===== config.mk =====
export PLATFORM = sky130hd
export DESIGN_NAME = uncore_pid_dvfs
export DESIGN_NICKNAME = d
export VERILOG_FILES = /design/src/rtl/uncore_pid_dvfs_pkg.sv /design/src/rtl/dvfs_win_timer.sv /design/src/rtl/dvfs_err_stage.sv /design/src/rtl/dvfs_pid_law.sv /design/src/rtl/uncore_pid_dvfs.sv
export SDC_FILE = /design/constraint.sdc
export NUM_CORES = 1
export LEC_CHECK = 0
export BUFFER_PORTS_ARGS = -buffer_cell sky130_fd_sc_hd__buf_4
export CAP_MARGIN = 0
export CORE_ASPECT_RATIO = 1.25
export CORE_UTILIZATION = 53
export DETAILED_ROUTE_END_ITERATION = 8
export HOLD_SLACK_MARGIN = 0.03
export PLACE_DENSITY = 0.7
export SETUP_SLACK_MARGIN = 0.15
export SLEW_MARGIN = 20
export SYNTH_ARGS = -nofsm -noshare
export SYNTH_HDL_FRONTEND = slang
export SYNTH_SLANG_ARGS = --single-unit

===== constraint.sdc =====
create_clock -name clk -period 16.6 [get_ports clk]
set_input_delay 3.32 -clock clk [delete_from_list [all_inputs] [get_ports clk]]
set_output_delay 3.32 -clock clk [all_outputs]
set_load 0.02 [all_outputs]

===== src/rtl/uncore_pid_dvfs_pkg.sv =====
package uncore_pid_dvfs_pkg;
  localparam int DEF_WIN_LEN   = 50000;
  localparam int DEF_DATA_W    = 16;
  localparam int DEF_GAIN_W    = 8;
  localparam int DEF_LVL_W     = 3;
  localparam int DEF_TOL_NUM   = 13;
  localparam int DEF_TOL_SHIFT = 8;
  localparam int DEF_OUT_SHIFT = 8;
endpackage


===== src/rtl/dvfs_win_timer.sv =====
module dvfs_win_timer #(
  parameter int WIN_LEN = 50000
) (
  input  logic clk,
  input  logic rst_n,
  output logic win_last
);
  localparam int CNT_W = (WIN_LEN > 2) ? $clog2(WIN_LEN) : 1;
  localparam logic [CNT_W-1:0] LAST = CNT_W'(WIN_LEN - 1);

  logic [CNT_W-1:0] cnt_q, cnt_d;

  always_comb begin
    win_last = (cnt_q == LAST);
    cnt_d    = win_last ? '0 : cnt_q + 1'b1;
  end

  always_ff @(posedge clk or negedge rst_n) begin
    if (!rst_n) cnt_q <= '0;
    else        cnt_q <= cnt_d;
  end
endmodule


===== src/rtl/dvfs_err_stage.sv =====
module dvfs_err_stage #(
  parameter int DATA_W    = 16,
  parameter int TOL_NUM   = 13,
  parameter int TOL_SHIFT = 8
) (
  input  logic                     clk,
  input  logic                     rst_n,
  input  logic                     win_last,
  input  logic                     est_vld,
  input  logic                     est_stale,
  input  logic [DATA_W-1:0]        est_amat,
  input  logic [DATA_W-1:0]        base_amat,
  output logic                     sample_ok,
  output logic                     eval_q,
  output logic signed [DATA_W-1:0] err_q
);
  localparam int TNUM_W = $clog2(TOL_NUM + 1);
  localparam int MUL_W  = DATA_W + TNUM_W;
  localparam int EXT_W  = DATA_W + 2;
  localparam int DIF_W  = EXT_W + 1;
  localparam logic signed [DIF_W-1:0] POS_LIM = DIF_W'((1 << (DATA_W - 1)) - 1);
  localparam logic signed [DIF_W-1:0] NEG_LIM = ~POS_LIM;

  logic [DATA_W-1:0] held_q;
  logic              have_q, stale_q;
  logic              have_d;

  logic [DATA_W-1:0]        eff_val;
  logic                     eff_have, eff_stale;
  logic [MUL_W-1:0]         tol_prod;
  logic [EXT_W-1:0]         ref_u;
  logic signed [DIF_W-1:0]  diff;
  logic signed [DATA_W-1:0] err_d;
  logic                     eval_d;

  // a strobe in the same cycle overrides what is held (last strobe wins)
  always_comb begin
    eff_have  = est_vld | have_q;
    eff_stale = est_vld ? est_stale : stale_q;
    eff_val   = est_vld ? est_amat  : held_q;
    sample_ok = eff_have & ~eff_stale;
    have_d    = win_last ? 1'b0 : eff_have;
  end

  always_comb begin
    tol_prod = MUL_W'(base_amat) * MUL_W'(TOL_NUM);
    ref_u    = EXT_W'(base_amat) + EXT_W'(tol_prod >> TOL_SHIFT);
    diff     = $signed({1'b0, EXT_W'(eff_val)}) - $signed({1'b0, ref_u});
    if (diff > POS_LIM)      err_d = POS_LIM[DATA_W-1:0];
    else if (diff < NEG_LIM) err_d = NEG_LIM[DATA_W-1:0];
    else                     err_d = diff[DATA_W-1:0];
    eval_d = win_last & sample_ok;
  end

  always_ff @(posedge clk or negedge rst_n) begin
    if (!rst_n) begin
      held_q  <= '0;
      stale_q <= 1'b0;
    end else if (est_vld) begin
      held_q  <= est_amat;
      stale_q <= est_stale;
    end
  end

  always_ff @(posedge clk or negedge rst_n) begin
    if (!rst_n) begin
      have_q <= 1'b0;
      eval_q <= 1'b0;
    end else begin
      have_q <= have_d;
      eval_q <= eval_d;
    end
  end

  always_ff @(posedge clk or negedge rst_n) begin
    if (!rst_n)      err_q <= '0;
    else if (eval_d) err_q <= err_d;
  end
endmodule


===== src/rtl/dvfs_pid_law.sv =====
module dvfs_pid_law #(
  parameter int DATA_W    = 16,
  parameter int GAIN_W    = 8,
  parameter int LVL_W     = 3,
  parameter int OUT_SHIFT = 8
) (
  input  logic                     clk,
  input  logic                     rst_n,
  input  logic                     eval,
  input  logic signed [DATA_W-1:0] err,
  input  logic signed [GAIN_W-1:0] kp,
  input  logic signed [GAIN_W-1:0] ki,
  input  logic signed [GAIN_W-1:0] kd,
  input  logic signed [DATA_W-1:0] int_lo,
  input  logic signed [DATA_W-1:0] int_hi,
  input  logic [LVL_W-1:0]         cur_level,
  output logic                     lvl_upd,
  output logic [LVL_W-1:0]         nxt_level,
  output logic signed [DATA_W-1:0] integ_q
);
  localparam int EXT_W = DATA_W + 1;
  localparam int SUM_W = GAIN_W + DATA_W + 3;
  localparam logic signed [SUM_W-1:0] LVL_TOP = SUM_W'((1 << LVL_W) - 1);

  logic signed [DATA_W-1:0] eprev_q;
  logic [LVL_W-1:0]         lvl_q, lvl_d;
  logic                     upd_q;

  logic signed [EXT_W-1:0]  isum, hi_x, lo_x, deriv;
  logic signed [DATA_W-1:0] inew;
  logic signed [SUM_W-1:0]  kp_x, ki_x, kd_x, err_x, int_x, der_x;
  logic signed [SUM_W-1:0]  u_sum, delta, step;

  always_comb begin
    isum  = {integ_q[DATA_W-1], integ_q} + {err[DATA_W-1], err};
    hi_x  = {int_hi[DATA_W-1], int_hi};
    lo_x  = {int_lo[DATA_W-1], int_lo};
    if (isum > hi_x)      inew = int_hi;
    else if (isum < lo_x) inew = int_lo;
    else                  inew = isum[DATA_W-1:0];
    deriv = {err[DATA_W-1], err} - {eprev_q[DATA_W-1], eprev_q};
  end

  always_comb begin
    kp_x  = {{(SUM_W-GAIN_W){kp[GAIN_W-1]}}, kp};
    ki_x  = {{(SUM_W-GAIN_W){ki[GAIN_W-1]}}, ki};
    kd_x  = {{(SUM_W-GAIN_W){kd[GAIN_W-1]}}, kd};
    err_x = {{(SUM_W-DATA_W){err[DATA_W-1]}}, err};
    int_x = {{(SUM_W-DATA_W){inew[DATA_W-1]}}, inew};
    der_x = {{(SUM_W-EXT_W){deriv[EXT_W-1]}}, deriv};
    u_sum = kp_x * err_x + ki_x * int_x + kd_x * der_x;
    delta = u_sum >>> OUT_SHIFT;
    step  = {{(SUM_W-LVL_W){1'b0}}, cur_level} + delta;
    if (step < 0)            lvl_d = '0;
    else if (step > LVL_TOP) lvl_d = LVL_TOP[LVL_W-1:0];
    else                     lvl_d = step[LVL_W-1:0];
  end

  always_ff @(posedge clk or negedge rst_n) begin
    if (!rst_n) begin
      integ_q <= '0;
      eprev_q <= '0;
      lvl_q   <= '0;
    end else if (eval) begin
      integ_q <= inew;
      eprev_q <= err;
      lvl_q   <= lvl_d;
    end
  end

  always_ff @(posedge clk or negedge rst_n) begin
    if (!rst_n) upd_q <= 1'b0;
    else        upd_q <= eval;
  end

  assign lvl_upd   = upd_q;
  assign nxt_level = lvl_q;
endmodule


===== src/rtl/uncore_pid_dvfs.sv =====
module uncore_pid_dvfs
  import uncore_pid_dvfs_pkg::*;
#(
  parameter int WIN_LEN   = DEF_WIN_LEN,
  parameter int DATA_W    = DEF_DATA_W,
  parameter int GAIN_W    = DEF_GAIN_W,
  parameter int LVL_W     = DEF_LVL_W,
  parameter int TOL_NUM   = DEF_TOL_NUM,
  parameter int TOL_SHIFT = DEF_TOL_SHIFT,
  parameter int OUT_SHIFT = DEF_OUT_SHIFT
) (
  input  logic                     clk,
  input  logic                     rst_n,
  input  logic                     est_vld,
  input  logic                     est_stale,
  input  logic [DATA_W-1:0]        est_amat,
  input  logic [DATA_W-1:0]        base_amat,
  input  logic signed [GAIN_W-1:0] kp,
  input  logic signed [GAIN_W-1:0] ki,
  input  logic signed [GAIN_W-1:0] kd,
  input  logic signed [DATA_W-1:0] int_lo,
  input  logic signed [DATA_W-1:0] int_hi,
  input  logic [LVL_W-1:0]         cur_level,
  output logic                     lvl_upd,
  output logic [LVL_W-1:0]         nxt_level
);
  logic                     win_last;
  logic                     sample_ok;
  logic                     eval_q;
  logic signed [DATA_W-1:0] err_q;
  logic signed [DATA_W-1:0] integ_q;

  dvfs_win_timer #(.WIN_LEN(WIN_LEN)) u_timer (
    .clk      (clk),
    .rst_n    (rst_n),
    .win_last (win_last)
  );

  dvfs_err_stage #(
    .DATA_W(DATA_W), .TOL_NUM(TOL_NUM), .TOL_SHIFT(TOL_SHIFT)
  ) u_err (
    .clk       (clk),
    .rst_n     (rst_n),
    .win_last  (win_last),
    .est_vld   (est_vld),
    .est_stale (est_stale),
    .est_amat  (est_amat),
    .base_amat (base_amat),
    .sample_ok (sample_ok),
    .eval_q    (eval_q),
    .err_q     (err_q)
  );

  dvfs_pid_law #(
    .DATA_W(DATA_W), .GAIN_W(GAIN_W), .LVL_W(LVL_W), .OUT_SHIFT(OUT_SHIFT)
  ) u_law (
    .clk       (clk),
    .rst_n     (rst_n),
    .eval      (eval_q),
    .err       (err_q),
    .kp        (kp),
    .ki        (ki),
    .kd        (kd),
    .int_lo    (int_lo),
    .int_hi    (int_hi),
    .cur_level (cur_level),
    .lvl_upd   (lvl_upd),
    .nxt_level (nxt_level),
    .integ_q   (integ_q)
  );
endmodule


* After elaboration in Yosys (flattened, before gate mapping)
Index checks and enable logic that the tools add are counted.
Cells by class: $add $sub $neg 8, multiply operators 4, magnitude comparators 6, equality and inequality tests 1, muxes and demuxes 10, bitwise gates (word level) 4
Operator list (count):
- 16-bit 2-to-1 mux | 6
- 8-bit by 16-bit multiplier with 24-bit output | 2
- 27-bit by 25-bit adder with 27-bit output | 1
- 27-bit adder | 1
- 8-bit by 17-bit multiplier with 25-bit output | 1
- 4-bit by 19-bit adder with 20-bit output | 1
- 20-bit by 4-bit > comparator with 1-bit output, second input constant | 1
- 20-bit by 1-bit less-than comparator with 1-bit output, second input constant | 1
- 16-bit by 4-bit multiplier with 20-bit output, second input constant | 1
- 19-bit by 16-bit > comparator with 1-bit output, second input constant | 1
- 19-bit by 16-bit less-than comparator with 1-bit output, second input constant | 1
- 16-bit by 18-bit subtractor with 19-bit output | 1
- 16-bit by 12-bit adder with 17-bit output | 1
- 16-bit by 16-bit adder with 17-bit output | 1
- 17-bit by 16-bit > comparator with 1-bit output | 1
- 17-bit by 16-bit less-than comparator with 1-bit output | 1
- 16-bit by 16-bit subtractor with 17-bit output | 1
- 16-bit by 1-bit adder with 16-bit output, second input constant | 1
- 16-bit equality test, second input constant | 1
- 3-bit 2-to-1 mux | 2
- 1-bit AND | 2
- 1-bit 2-to-1 mux | 2
- 1-bit inverter | 1
- 1-bit OR | 1
Storage, ports and cells: register bits 87, bits of input ports 95, output and inout port bits 4, word-level logic and storage cells 43

* Depth between registers and ports, before layout
Gate-level depths: netlist of the first run.
depth after elaboration 11, mapped depth 70

* By module
A second synthesis of the first run with hierarchy kept.
Second synthesis, totals: cells, all modules 2782, area, all modules 24215.7 um2
Modules (own cells, without submodules):
- dvfs_pid_law | instances 1, cells each 2268, area an instance 19464.9 um2
- dvfs_err_stage | instances 1, cells each 447, area an instance 3988.8 um2
- dvfs_win_timer | instances 1, cells each 67, area an instance 762.0 um2

* Worst setup path before layout of the first run
No wires, ideal clock.
kind input to register, start in int_hi[1], end reg u_law.lvl_q[1] (netlist: u_law.nxt_level[1]), library setup time 0.139 ns, arrival 15.451 ns, path slack 1.010 ns, cell stages on the path 58, path buffers 2, cells stage by stage inv_1 > ha_1 > nor2b_1 > o21a_1 > o21a_1 > o21a_1 > o21a_1 > o21a_1 > o21a_1 > o21ai_0 > a21oi_1 > o21ai_2 > buf_2 > mux2i_1 > nor2b_1 > ha_1 > fa_1 > ha_1 > [22 not listed] > fa_1 > inv_1 > fa_1 > inv_1 > ha_1 > clkbuf_2 > and3_1 > o211ai_1 > a21oi_1 > or2_2 > a311o_1 > xor2_1 > nand2_1 > mux2i_1 > mux2i_1 > or4_1 > o21bai_2 > o221ai_1
On the way: cells in the longest elaborated chain, start to end 9, elaborated cells on any way between the ends 10, classes of those cells add/sub (3); mul (1); order compare (3); mux (3)
RTL lines:
- from (decl) | RTL line uncore_pid_dvfs.sv:22 | input logic signed [DATA_W-1:0] int_hi,
- 17-bit by 16-bit > comparator with 1-bit output | RTL line dvfs_pid_law.sv:38 | if (isum > hi_x) inew = int_hi;
- 16-bit 2-to-1 mux * | RTL line dvfs_pid_law.sv:38
- 8-bit by 16-bit multiplier with 24-bit output * | RTL line dvfs_pid_law.sv:51 | u_sum = kp_x * err_x + ki_x * int_x + kd_x * der_x;
- 27-bit adder * | RTL line dvfs_pid_law.sv:51
- 27-bit by 25-bit adder with 27-bit output * | RTL line dvfs_pid_law.sv:51
- 4-bit by 19-bit adder with 20-bit output * | RTL line dvfs_pid_law.sv:53 | step = {{(SUM_W-LVL_W){1'b0}}, cur_level} + delta;
- 20-bit by 4-bit > comparator with 1-bit output | RTL line dvfs_pid_law.sv:55 | else if (step > LVL_TOP) lvl_d = LVL_TOP[LVL_W-1:0];
- 3-bit 2-to-1 mux | RTL line dvfs_pid_law.sv:55
- 3-bit 2-to-1 mux * | RTL line dvfs_pid_law.sv:54 | if (step < 0) lvl_d = '0;
- to (signal assigned) | RTL line dvfs_pid_law.sv:67 | lvl_q <= lvl_d;
- to (decl) | RTL line dvfs_pid_law.sv:26 | logic [LVL_W-1:0] lvl_q, lvl_d;
Every way passes the cells marked *; elsewhere a longest branch is shown, timed or not. A chain may end at the register's enable or synchronous reset.

* Final worst setup path of the first run
Ends and elaborated chain as after synthesis.

==> flow_metrics.py, run 1 <==
metrics = {
    "timing": {
        "period_share_pct": 94.0,
        "maxSlewHeadroom_pct": 34.0,
        "finalWorstSetupSlack_ps": 1000,
        "finalHoldViolations": 0,
        "skew_ps": 17.5,
        "setup_viol": 0,
        "final.setup.tns_ps": 0,
        "max_slew.worst_pin.slew_ps": 982,
        "final_max_slew_viol_count": 0,
        "clock.fmax_mhz": 64.1,
        "period_minus_slack_ps": 15600,
        "rsz0062_at_grt": "false",
    },
    "yosys": {
        "synth_top_cell_by_area": "fa_1",
        "async_reset_ff_share_pct": 100,
        "ys_top_cells_by_area": "fa_1, ha_1, inv_1",
        "synth_edf_count": 0,
        "synth_warnings": 0,
        "avgSynthCellArea_um2": 8.71,
        "synthCells": 2817,
        "synth_area_um2": 24500,
        "syn_nets": 3580,
        "synth_top_area_share_pct": 31.4,
        "yosysSeqAreaShare_pct": 8.87,
        "yosysUniqueCellTypes": 85,
        "ys.flop_type": "dfrtp_1",
        "ys_ff_latch": 87,
    },
    "place": {
        "gp_congestion": 0.896,
        "place_ws_ps": 380,
        "dp_hpwl_mm": 47.4,
        "portBuffers": 98,
    },
    "cells_and_area": {
        "final_nets": 3647,
        "n_fill_cell": 4006,
        "area_delta_synth_final_pct": 6.99,
        "drive_above_1_share_pct": 7.75,
        "diodes": 0,
        "utilization_pct": 57.8,
    },
    "setup_path": {
        "cp_slowest_stage_delay_ps": 540,
        "critPathMaxFanout": 9,
        "crit_arrival_ps": 15840,
        "slowest_stage": "fa_1",
        "path_class": "input pin to flip-flop",
        "cp-start-kind": "input pin",
        "crit_top_cell": "fa_1",
        "required_ps": 16840,
        "endpoint_kind": "flip-flop",
    },
    "route": {
        "wl_per_cell_um": 16.1,
        "vias_per_cell": 5.32,
        "routed_wl_mm": 55.8,
        "ant_nets": 0,
        "dr_total_vias": 18400,
        "drc": 0,
        "dr.pass1.iters": 5,
        "detail_route.iter0.violations": 732,
    },
    "global_routing": {
        "busiest_layer": "met2",
        "grt_pass1_vias": 20200,
        "grt_util_all_layers_pct": 25.1,
        "antenna_found_initial": 0,
        "grt.met1_usage_pct": 29.3,
        "use_met3_pct": 2.31,
        "grt_pass1_wl_mm": 96.0,
        "grt_overflow": 0,
        "met2_usage_pct": 46.8,
        "grt_max_degree": 53,
    },
    "floorplan": {
        "die_x_um": 194,
        "fp.coreArea_um2": 45400,
        "rows": 87,
        "die_h_um": 243,
        "die-area_um2": 47200,
        "ios": 99,
        "start_util_pct": 54.0,
    },
    "clock_tree": {
        "cts_made_buffers": 9,
        "cts_tree": "built",
        "cts.sinks": 87,
        "clkTransAtPathRegs_ps": 90,
        "clock_path_buffers": 2,
        "cts.htree.levels": 3,
        "cts_root_buffer": "clkbuf_16",
        "insertion_delay_ps": 380,
    },
    "min_path": {
        "hp-class": "flip-flop to flip-flop",
    },
    "job": {
        "maxCapViolCount": 0,
    },
    "outcome": {
        "outcome": "completed",
    },
}
==> cell type report <==
type                    instances  area [um^2]  area share (%)
well taps                     578          723            2.76
clock buffers                   9          225           0.858
multi-input cells            1987        19500            74.4
repair buffers                129          981            3.74
flip-flops and latches         87         2180            8.30
clock inverters                 7         86.3           0.329
inverters                     670         2510            9.58
==> path summary, 6_finish.rpt <==
path	start	end	slack (ps)	depth (start not counted)
setup / recovery	int_hi[1]	u_law.nxt_level[1]	1000	55
setup reg to reg	u_err.err_q[0]	u_law.nxt_level[1]	1240	65
min in group asynchronous	rst_n	u_err.held_q[7]	2920	1
hold reg to reg	u_err.eval_q	u_law.lvl_upd	450	0
max in group asynchronous	rst_n	u_law.integ_q[6]	12570	2
hold / removal	u_err.eval_q	u_law.lvl_upd	450	0
==> synthesized netlist by cell type (5+ instances only) <==
master,number
inv_1,670
fa_1,385
ha_1,283
nand2_1,189
and2_1,147
nor2b_1,111
a21oi_1,99
o21ai_0,97
nor2_1,94
xnor2_1,91
dfrtp_1,87
clkbuf_1,58
nand2b_1,52
xor2_1,38
mux2i_1,36
nand3_1,36
nor3_1,35
mux2_2,34
a21o_1,32
o21a_1,20
a31oi_1,15
and3_1,14
o21bai_1,14
nand4_1,12
a21boi_0,11
o211ai_1,11
or2_2,11
or3_1,8
nor3b_1,7
a211oi_1,6
and2_2,6
a211o_1,5
buf_2,5
buf_6,5
nor4_1,5
o211a_1,5
o22ai_1,5
==> timing repair <==
item / 4_1_cts / 5_1_grt
buffers inserted: 0 / 1
resized for setup: 0 / 5
hold buffers: 0 / 0
setup endpoints to repair: 0 / 3
endpoints found under the hold margin: 0 / 0
==> metrics by stage <==
stage	std cells	instance area [um^2]	hold slack [ps]
after floorplan	2817	24500	369
after CTS	3466	26200	458
after global placement	3450	25900	437
after global routing	3467	26200	459
after detailed placement	3450	25900	438
final	3467	26200	454
==> registers in the layout (all words and copies together) (netlist names) <==
name / cells
u_err.err_q: 16
u_err.eval_q: 1
u_err.have_q: 1
u_err.held_q: 16
u_err.stale_q: 1
u_law.eprev_q: 16
u_law.integ_q: 16
u_law.lvl_upd: 1
u_law.nxt_level: 3
u_timer.cnt_q: 16
==> routing by layer <==
| metal | vias up | share of wire [%] |
|---|---|---|
| li1 | 8905 | - |
| met1 | 9112 | 41 |
| met2 | 306 | 52 |
| met3 | 110 | 3.0 |
| met4 | 0 | 3.7 |
| met5 | - | 0 |
==> cells by family (layout without fill, tap and decap cells) <==
| logic type | after synthesis | count (layout) | synth area share [%] |
|---|---|---|---|
| AOI/OAI and AO/OA | 367 | 367 | 9.72 |
| xor gates and xnor gates | 130 | 130 | 4.67 |
| adders and majority gates | 668 | 668 | 45.9 |
| buffers and inverters | 743 | 815 | 11.6 |
| DFF | 87 | 87 | 8.87 |
| muxes | 70 | 70 | 3.03 |
| and+or+nand+nor | 752 | 752 | 16.3 |
==> critical path: cells and delay by family <==
family | cells | cell delay [ps]
xor+xnor | 2 | 320
compound gates | 23 | 4270
simple gates | 6 | 1320
mux | 3 | 640
fa+ha+maj | 12 | 5400
buf+inv | 9 | 570
==> placed cells by master (no fill, tap or decap), drive strengths merged, types with 5 or more instances in the layout <==
cell type / synthesis / layout
xor2: 38 / 38
and3: 15 / 15
inv: 670 / 672
nor3: 35 / 35
clkbuf: 61 / 9
a211o: 5 / 5
a31oi: 16 / 16
o211ai: 11 / 11
buf: 12 / 129
nor4: 5 / 5
nand3: 36 / 36
nor2b: 111 / 111
fa: 385 / 385
nor3b: 8 / 8
o22ai: 5 / 5
mux2i: 36 / 36
o21a: 20 / 20
a211oi: 6 / 6
or2: 11 / 11
nor2: 94 / 94
and2: 154 / 154
o21ai: 99 / 99
clkinv: 0 / 5
a21oi: 101 / 101
or3: 8 / 8
nand4: 13 / 13
nand2: 189 / 189
ha: 283 / 283
dfrtp: 87 / 87
o21bai: 15 / 15
nand2b: 52 / 52
xnor2: 92 / 92
o211a: 5 / 5
a21boi: 12 / 12
mux2: 34 / 34
a21o: 32 / 32
Power of run 1 is left out: the tool's default activity adds up to more than one toggle a clock period on the data nets, which glitch-free logic cannot reach.
==> inputs of run 2 (changes only) <==
- clock period: 16.6 -> 17.61 ns (I/O delays scaled with it)
==> flow_metrics.py, run 2 (same netlist as run 1, synthesis figures left out) <==
metrics = {
    "outcome": {
        "outcome": "completed",
    },
    "clock_tree": {
        "cts.sinks": 87,
        "cts_tree": "built",
        "cts_root_buffer": "clkbuf_16",
        "clkTransAtPathRegs_ps": 80,
        "postCtsHoldBufs": 0,
        "cts_setup_buffers": 0,
        "insertion_delay_ps": 380,
        "cts_made_buffers": 9,
        "ctsResizeCount": 0,
        "cts.htree.levels": 3,
        "clock_path_buffers": 2,
    },
    "route": {
        "dr_total_vias": 18400,
        "ant_nets": 0,
        "vias_per_cell": 5.33,
        "wl_per_cell_um": 16.2,
        "detail_route.iter0.violations": 763,
        "routed_wl_mm": 55.9,
        "drc": 0,
        "dr.pass1.iters": 5,
    },
    "cells_and_area": {
        "mostFrequentLayoutCells": "inv_1, fa_1, ha_1",
        "utilization_pct": 57.6,
        "layout_commonest_cell": "inv_1",
        "final_nets": 3636,
        "drive_above_1_share_pct": 7.23,
        "area_delta_synth_final_pct": 6.53,
        "fin_area_um2": 26100,
        "diodes": 0,
    },
    "setup_path": {
        "slowest_stage": "mux2i_1",
        "required_ps": 17870,
        "cp-start-kind": "input pin",
        "path_class": "input pin to flip-flop",
        "r2r_slack_ps": 1350,
        "worst_r2r_endpoint": "u_law.nxt_level[2]",
        "r2r_cells": 64,
        "critPathMaxFanout": 9,
        "r2r_start": "u_err.err_q[1]",
        "crit_arrival_ps": 16650,
        "endpoint_kind": "flip-flop",
        "critical_path.top_delay_family": "adder cells",
        "cp_slowest_stage_delay_ps": 710,
        "cp_num_buf_inv": 9,
    },
    "floorplan": {
        "rows": 87,
        "die-area_um2": 47200,
        "die_h_um": 243,
        "start_util_pct": 54.0,
        "die_x_um": 194,
        "ios": 99,
        "fp.coreArea_um2": 45400,
    },
    "place": {
        "dp_hpwl_mm": 47.5,
        "gp_congestion": 0.889,
        "portBuffers": 98,
        "placed_cell_area_um2": 25800,
    },
    "timing": {
        "final_max_slew_viol_count": 0,
        "skew_ps": 11.6,
        "maxSlewHeadroom_pct": 29.4,
        "period_share_pct": 93.1,
        "setup_viol": 0,
        "finalHoldViolations": 0,
        "clock.fmax_mhz": 61.0,
        "final.setup.tns_ps": 0,
        "rsz0062_at_grt": "false",
        "max_slew.worst_pin.slew_ps": 1050,
        "period_minus_slack_ps": 16390,
    },
    "min_path": {
        "hold_end": "u_timer.cnt_q[0]",
        "hp-class": "flip-flop to flip-flop",
        "hold_depth": 1,
        "worstHoldStart": "u_timer.cnt_q[0]",
    },
    "global_routing": {
        "grt_overflow": 0,
        "antenna_found_initial": 0,
        "grt_pass1_wl_mm": 95.7,
        "grt_util_all_layers_pct": 25.0,
        "grt_max_degree": 47,
        "grt_pass1_vias": 20000,
    },
    "job": {
        "maxCapViolCount": 0,
    },
}
run 2: cell types whose count changed in the layout (fill, tap and decap cells not counted), sizes merged:
cell,before,now
buf,129,118
clkinv,5,0
inv,672,674
bufinv,0,1
clkbuf,9,10
clkinvlp,0,1
run 2: final cells by class:
type	instances	area (um^2)
clock buffer	10	239
clock inverter	6	82.6
fill	4065	19300
inverter	670	2510
multi-input combinational	1987	19500
sequential	87	2180
tap	578	723
timing repair buffer	118	886
run 2: worst register-to-register path: cells and delay by family, from the launching register on:
kind / cells / cell delay (ps)
flip-flops: 1 / 330
AND/OR/NAND/NOR: 11 / 2690
AO/OA/AOI/OAI: 25 / 4780
buffers and inverters: 9 / 800
multiplexers: 3 / 1140
XOR/XNOR: 2 / 440
adder cells (fa/ha/maj): 14 / 6000
run 2: how the worst max path moves through the flow:
stage / start / endpoint / slack, ps / cells after the start
2_1_floorplan: int_hi[1] / u_law.nxt_level[1] / 1820 / 58
3_3_place_gp: int_hi[1] / u_law.nxt_level[1] / 1240 / 57
3_5_place_dp: int_hi[1] / u_law.nxt_level[1] / 920 / 57
4_1_cts: int_hi[1] / u_law.nxt_level[1] / 1310 / 57
5_1_grt: u_err.err_q[1] / u_law.nxt_level[1] / 230 / 62
6_report: int_hi[1] / u_law.nxt_level[2] / 1220 / 57
run 2: per-layer routing:
layer / vias up / share of wire, % / global-route usage, %
li1: 8877 / - / -
met1: 9157 / 42 / 29.8
met2: 293 / 52 / 46.7
met3: 95 / 2.7 / 2.09
met4: 0 / 3.1 / 8.73
met5: - / 0 / 0
run 2: through the flow:
| stage | std cells | hold WS (ps) | setup slack, ps |
|---|---|---|---|
| final | 3456 | 484 | 1220 |
| after global routing | 3456 | 514 | 227 |
| after CTS | 3456 | 488 | 1310 |
| after detailed placement | 3440 | 471 | 919 |
| after global placement | 3440 | 461 | 1240 |
| after floorplan | 2817 | 369 | 1820 |
Power of run 2 is left out for the same reason.
